**config.mk**
```make
export PLATFORM = sky130hd
export DESIGN_NAME = icsr_regblk
export DESIGN_NICKNAME = d
export VERILOG_FILES = /design/src/rtl/icsr_pkg.sv /design/src/rtl/icsr_vec_xlate.sv /design/src/rtl/icsr_cmd_decode.sv /design/src/rtl/icsr_regblk.sv
export SDC_FILE = /design/constraint.sdc
export NUM_CORES = 1
export LEC_CHECK = 0
export ABC_AREA = 1
export BUFFER_PORTS_ARGS = -buffer_cell sky130_fd_sc_hd__buf_4
export CAP_MARGIN = 20
export CORE_MARGIN = 10
export CORE_UTILIZATION = 32
export CTS_CLUSTER_DIAMETER = 120
export DETAILED_ROUTE_END_ITERATION = 10
export GPL_TIMING_DRIVEN = 0
export PLACE_DENSITY = 0.87
export SLEW_MARGIN = 20
export SYNTH_ARGS = -nofsm -noshare
export SYNTH_HDL_FRONTEND = slang
export SYNTH_SLANG_ARGS = --single-unit
export TNS_END_PERCENT = 10
```
**constraint.sdc**
```tcl
create_clock -name clk -period 2.8 [get_ports clk]
set_clock_uncertainty 0.1 [all_clocks]
set_input_delay 0.42 -clock clk [delete_from_list [all_inputs] [get_ports clk]]
set_output_delay 0.42 -clock clk [all_outputs]
set_load 0.02 [all_outputs]
```
**src/rtl/icsr_pkg.sv**
```systemverilog
package icsr_pkg;
  localparam int IDX_W      = 10;
  localparam int VEC_W      = 9;
  localparam int WORD_W     = 32;
  localparam logic [IDX_W-1:0] NONE_IDX = '1;
  localparam int EXT_BASE   = 32;
  localparam int EXT_SHIFT  = 16;
  localparam int SYS_COUNT  = 16;
  // bit positions software depends on
  localparam int B_RETBASE  = 11;
  localparam int B_PENDVEC  = 12;
  localparam int B_EXTPEND  = 22;
  localparam int B_TICKCLR  = 25;
  localparam int B_TICKSET  = 26;
  localparam int B_SVCCLR   = 27;
  localparam int B_SVCSET   = 28;
  localparam int B_NMISET   = 31;

  typedef struct packed {
    logic nmi_set;
    logic svc_set;
    logic svc_clr;
    logic tick_set;
    logic tick_clr;
  } req_t;
endpackage

```
**src/rtl/icsr_vec_xlate.sv**
```systemverilog
module icsr_vec_xlate
  import icsr_pkg::*;
(
  input  logic [IDX_W-1:0] idx,
  output logic [VEC_W-1:0] vec
);
  localparam logic [IDX_W-1:0] BASE  = IDX_W'(EXT_BASE);
  localparam logic [IDX_W-1:0] SHIFT = IDX_W'(EXT_SHIFT);

  logic [IDX_W-1:0] shifted;

  always_comb begin
    shifted = idx;
    if (idx >= BASE) shifted = idx - SHIFT;
    vec = (idx == NONE_IDX) ? '0 : shifted[VEC_W-1:0];
  end
endmodule

```
**src/rtl/icsr_cmd_decode.sv**
```systemverilog
module icsr_cmd_decode
  import icsr_pkg::*;
(
  input  logic              clk,
  input  logic              rst_n,
  input  logic              wr_en,
  input  logic [WORD_W-1:0] wr_data,
  output req_t              req
);
  req_t nxt;

  always_comb begin
    nxt = '0;
    if (wr_en) begin
      nxt.nmi_set  = wr_data[B_NMISET];
      nxt.svc_set  = wr_data[B_SVCSET];
      nxt.svc_clr  = wr_data[B_SVCCLR] & ~wr_data[B_SVCSET];
      nxt.tick_set = wr_data[B_TICKSET];
      nxt.tick_clr = wr_data[B_TICKCLR] & ~wr_data[B_TICKSET];
    end
  end

  always_ff @(posedge clk or negedge rst_n) begin
    if (!rst_n) req <= '0;
    else        req <= nxt;
  end


  nmi_follow_chk: assert property (@(posedge clk) disable iff (!rst_n)
    (wr_en && wr_data[B_NMISET]) |=> req.nmi_set);

  svc_set_wins_chk: assert property (@(posedge clk) disable iff (!rst_n)
    (wr_en && wr_data[B_SVCSET]) |=> (req.svc_set && !req.svc_clr));

  tick_set_wins_chk: assert property (@(posedge clk) disable iff (!rst_n)
    (wr_en && wr_data[B_TICKSET]) |=> (req.tick_set && !req.tick_clr));

  idle_quiet_chk: assert property (@(posedge clk) disable iff (!rst_n)
    !wr_en |=> (req == '0));
endmodule

```
**src/rtl/icsr_regblk.sv**
```systemverilog
module icsr_regblk
  import icsr_pkg::*;
#(
  parameter int EXT_LINES = 64
) (
  input  logic                 clk,
  input  logic                 rst_n,
  input  logic [9:0]           act_idx,
  input  logic                 has_preempted,
  input  logic [9:0]           pend_idx,
  input  logic [EXT_LINES-1:0] ext_pending,
  input  logic                 nmi_pending,
  input  logic                 svc_pending,
  input  logic                 tick_pending,
  input  logic                 wr_en,
  input  logic [31:0]          wr_data,
  output logic [31:0]          rd_word,
  output logic                 set_nmi,
  output logic                 set_svc,
  output logic                 clr_svc,
  output logic                 set_tick,
  output logic                 clr_tick
);
  localparam int EXT_LAST = EXT_BASE + EXT_LINES - 1;

  logic [VEC_W-1:0] act_vec;
  logic [VEC_W-1:0] pend_vec;
  req_t             req;

  icsr_vec_xlate u_act_xl  (.idx(act_idx),  .vec(act_vec));
  icsr_vec_xlate u_pend_xl (.idx(pend_idx), .vec(pend_vec));

  icsr_cmd_decode u_dec (
    .clk     (clk),
    .rst_n   (rst_n),
    .wr_en   (wr_en),
    .wr_data (wr_data),
    .req     (req)
  );

  always_comb begin
    rd_word                            = '0;
    rd_word[VEC_W-1:0]                 = act_vec;
    rd_word[B_RETBASE]                 = (act_idx == NONE_IDX) | ~has_preempted;
    rd_word[B_PENDVEC +: VEC_W]        = pend_vec;
    rd_word[B_EXTPEND]                 = |ext_pending;
    rd_word[B_TICKSET]                 = tick_pending;
    rd_word[B_SVCSET]                  = svc_pending;
    rd_word[B_NMISET]                  = nmi_pending;
  end

  assign set_nmi  = req.nmi_set;
  assign set_svc  = req.svc_set;
  assign clr_svc  = req.svc_clr;
  assign set_tick = req.tick_set;
  assign clr_tick = req.tick_clr;

  // input contract: only legal indices are presented
  idx_legal_chk: assert property (@(posedge clk) disable iff (!rst_n)
    ((act_idx < SYS_COUNT) || (act_idx == NONE_IDX) ||
     (act_idx >= EXT_BASE && act_idx <= EXT_LAST)) &&
    ((pend_idx < SYS_COUNT) || (pend_idx == NONE_IDX) ||
     (pend_idx >= EXT_BASE && pend_idx <= EXT_LAST)));

  act_none_zero_chk: assert property (@(posedge clk) disable iff (!rst_n)
    (act_idx == NONE_IDX) |-> (rd_word[VEC_W-1:0] == '0));

  base_when_idle_chk: assert property (@(posedge clk) disable iff (!rst_n)
    (act_idx == NONE_IDX) |-> rd_word[B_RETBASE]);

  pend_none_zero_chk: assert property (@(posedge clk) disable iff (!rst_n)
    (pend_idx == NONE_IDX) |-> (rd_word[B_PENDVEC +: VEC_W] == '0));

  svc_pair_excl_chk: assert property (@(posedge clk) disable iff (!rst_n)
    !(set_svc && clr_svc) && !(set_tick && clr_tick));
endmodule

```
[Word-level counts from Yosys, hierarchy flattened]
Index checks and enable logic that the tools add are counted.
Word-level totals
  bits in read-only memories: 0
  bits in latches: 0
  output and inout bits: 37
  register bits after elaboration: 5
  word-level logic and storage cells: 23
  memory bits (writable): 0
  memories: 0
Operators by class
  eq/ne operators: 2
  bitwise logic cells: 6
  divide/modulo/power cells: 0
  multipliers: 0
  mux-type cells: 5
  shift-type cells: 0
  add/subtract/negate cells: 2
  reduce and logical (&&, ||, !) cells: 1
  order comparisons: 2
Operator list (count)
  64-bit OR reduction: 1
  9-bit 2-to-1 mux: 4
  10-bit == test (second input constant): 2
  10-bit by 6-bit >= comparator with 1-bit output (second input constant): 2
  9-bit by 5-bit subtractor with 9-bit output (second input constant): 2
  5-bit 2-to-1 mux: 1
  1-bit inverter: 3
  1-bit AND: 2
  1-bit bitwise OR: 1

[Depth between registers and ports, before layout]
  depth in word-level cells: 3
  gate-level depth with buffers: 9
  depth with buffers taken out: 9

[By module]
Synthesis repeated with hierarchy kept, for this count alone.
Second synthesis, totals
  cell total of the unflattened synthesis: 207
  area, all modules: 1043.5 um^2
By module, submodules not included
  icsr_vec_xlate: cells each 55, seq. area each 0.0 um^2, area an instance 261.5 um^2, instances 2
  icsr_regblk: cells each 82, seq. area each 0.0 um^2, area an instance 357.8 um^2, instances 1
  icsr_cmd_decode: cells each 15, seq. area each 125.1 um^2, area an instance 162.7 um^2, instances 1

[Worst setup path before layout]
Ideal clock, no wire load.
  path type: input port to output port
  start: in pend_idx[4]
  end: out rd_word[19]
  cell stages on the path: 8
  slack: 0.956 ns
  buffers on the path: 0
  arrival: 1.324 ns
  cells stage by stage: inv_1 ha_1 inv_1 nor2_1 nand3_1 nand2_2 nand2_1 nor2_1
Between the ends
  cells in the longest elaborated chain, start to end: 3
  elaborated cells between the ends (all ways): 5
  those cells by class: 1 x add/sub; 1 x order compare; 1 x eq/ne; 2 x mux
Ends and longest elaborated chain
  start: declaration: RTL line icsr_regblk.sv:10  | input logic [9:0] pend_idx,
  9-bit by 5-bit subtractor with 9-bit output or 10-bit by 6-bit >= comparator with 1-bit output (tied branches): RTL line icsr_vec_xlate.sv:14  | if (idx >= BASE) shifted = idx - SHIFT;
  9-bit 2-to-1 mux: RTL line icsr_vec_xlate.sv:14
  9-bit 2-to-1 mux (*): RTL line icsr_vec_xlate.sv:15  | vec = (idx == NONE_IDX) ? '0 : shifted[VEC_W-1:0];
  end: declaration: RTL line icsr_regblk.sv:17  | output logic [31:0] rd_word,
Mark *: on every way between the ends. The rest lies on a longest branch, timed or not.

[Worst setup path in the final report]
  start: in pend_idx[4]
  end: out rd_word[20]
Same word-level chain as after synthesis.

==> metrics.yaml <==
clock_network:
  cts_tree: "yes"
  clock_tree.root_cell: "clkbuf_4"
  clock_sinks: 5
  h-tree-depth: 1
  cts_buffer_depth: 2
  cts-resized-gates: 0
  clk_pin_slew_ns: 0.04
  cts_buffers: 3
final_layout:
  largest_reg_flops: 5
  largestRegisters: "u_dec.req (5)"
  finalNetCount: 454
  fillers: 285
  largest-register: "u_dec.req"
  insertedDiodeCount: 0
  post-route-cell-area_sq_mm: 0.002072
  area_growth_pct: 97.38
  utilization_pct: 66.77
  drive_above_1_share_pct: 47.53
pwr:
  powerDensity_mw_per_mm2: 210.0
  vdd_drop_max_v: 0.00009334
  p_leak_nw: 1.239
synthesis:
  ys_seq_area_share_pct: 11.92
  syn_avg_cell_area_sq_um: 5.496
  yosysWarnings: 0
  syn_area_sq_mm: 0.001050
  ys_types: 19
  syn_inst: 191
  synth_seq_cells: 5
global_route:
  grt_max_degree: 7
  antenna_found_initial: 0
  grt_pass1_vias: 1503
  grt_pass1_wl_um: 7113
  grt_usage_pct: 14.42
  overflow: 0
die:
  initial_core_util_pct: 33.83
  core-area_sq_mm: 0.003103
  die_y_um: 77.28
  rows: 20
  io_pins: 160
  dieWidth_um: 77.28
  dieArea_sq_mm: 0.005971
placed_design:
  dp_hpwl_um: 4348
  dp_slack_ns: 0.7459
  gp_congestion: 0.8168
  portBuffers: 120
  place_area_sq_mm: 0.002036
setup_path:
  cp.required_ns: 2.28
  cp.arrival_ns: 1.51
  criticalPathCategory: "in -> out"
  critPathMaxFanout: 5
  endpoint_kind: "output pin"
  cp-start-kind: "input port"
timing:
  hold_viol: 0
  setup_ws_ns: 0.7713
  fin_crit_ns: 2.029
  setup_tns_ns: 0
  fmax_mhz: 492.9
  setup_viol: 0
  slew_violations: 0
  rsz0062_at_grt: "false"
  post-route-period-util_pct: 72.45
run:
  max_cap_viol_count: 0
detailed_routing:
  dr.first_iter.drc_count: 54
  dr.pass1.iters: 4
  viasPerCell: 3.921
  dr_total_vias: 1443
  drtAntennaViolNets: 0
  wl_per_cell_um: 12.64
  drcViolationCount: 0
  wl_um: 4652
min_path:
  hp-class: "in -> reg"
status:
  outcome: "completed"
[logic make-up after synthesis]
group / synth area share, %
AOI/OAI and AO/OA: 0.4763
xor gates and xnor gates: 5.007
adders and majority gates: 7.151
buffers and inverters: 17.16
DFF: 11.92
other: 0.3572
and+or+nand+nor: 57.93
[stage by stage]
| stage | std cells | hold slack (ns) | power [mW] |
|---|---|---|---|
| finish | 368 | 0.2399 | 0.4351 |
| global route | 368 | 0.2476 | 0.4710 |
| floorplan | 199 | 0.02441 | 0.1957 |
| global placement | 363 | 0.1205 | 0.3507 |
| CTS | 368 | 0.2371 | 0.4378 |
| detailed placement | 363 | 0.1218 | 0.3555 |
[cell usage after synthesis]
library cell | number | share of area, %
nor3_4 | 1 | 1.5
buf_4 | 12 | 8.6
nand4_2 | 2 | 2.4
inv_1 | 22 | 7.9
nand3_2 | 1 | 0.95
nor2_4 | 2 | 2.1
conb_1 | 1 | 0.36
nor2_1 | 62 | 22
inv_2 | 2 | 0.72
nand3_1 | 5 | 2.4
nor3b_4 | 1 | 1.8
a21oi_1 | 1 | 0.48
nand2_1 | 52 | 19
nand2_2 | 6 | 3.6
xnor2_1 | 3 | 2.5
nor2_2 | 4 | 2.4
xor2_1 | 3 | 2.5
dfrtp_1 | 5 | 12
ha_1 | 6 | 7.2
[repair_timing]
| action | in CTS | in global routing |
|---|---|---|
| buffers inserted | 0 | 0 |
| hold endpoints to repair | 5 | 0 |
| hold buffers | 1 | 0 |
[worst max-delay path, cell delays in order]
cell	delay (ns)
buf_4	0.11
inv_1	0.13
ha_1	0.17
inv_1	0.03
nor2_1	0.07
nand3_1	0.12
nand2_2	0.13
nand2_1	0.06
nor2_1	0.10
buf_4	0.15
[cells in the final DEF (no fill, tap or decap)]
cell type / netlist / routed
xnor2_1: 3 / 3
nand3_1: 5 / 5
nor2_2: 4 / 4
nand3_2: 1 / 1
nor2_1: 62 / 62
nor2_4: 2 / 2
nand2_1: 52 / 52
clkbuf_1: 0 / 1
nor3_4: 1 / 1
nand2_2: 6 / 6
dfrtp_1: 5 / 5
buf_4: 12 / 132
xor2_1: 3 / 3
nor3b_4: 1 / 1
inv_2: 2 / 2
inv_1: 22 / 22
nand4_2: 2 / 2
conb_1: 1 / 9
dlygate4sd3_1: 0 / 1
a21oi_1: 1 / 1
ha_1: 6 / 6
clkbuf_4: 0 / 3
[final cells by class]
type	count	area [sq um]	share of cell area (%)
Clock buffer	4	26.28	1.268
Tap cell	44	55.05	2.657
Sequential cell	5	125.1	6.039
Inverter	24	90.09	4.348
Buffer	12	90.09	4.348
Timing Repair Buffer	121	910.9	43.96
Multi-Input combinational cell	158	774.5	37.38
[worst paths after layout]
check / start / endpoint / slack [ns] / cells past startpoint
worst max-delay path: pend_idx[4] / rd_word[20] / 0.77 / 10
worst min-delay path: wr_data[28] / u_dec.req[2] / 0.24 / 2
max in group asynchronous: rst_n / u_dec.req[3] / 2.08 / 2
min in group asynchronous: rst_n / u_dec.req[0] / 0.42 / 2
[report_power, final]
group	leakage (nW)	total, mW	internal (mW)	switching [mW]
Clock	0.0150	0.0802	0.0537	0.0265
Sequential	0.0656	0.0766	0.0758	0.000756
Combinational	1.16	0.278	0.152	0.126
[routing by layer]
metal	global-route usage, %	part of all wire [%]	vias up
met1	13.37	33	585
met3	3.497	5.7	4
met5	0	0	-
li1	-	-	808
met4	2.372	0.90	0
met2	30.43	61	46
No activity file was read; power rests on OpenSTA's default activity.
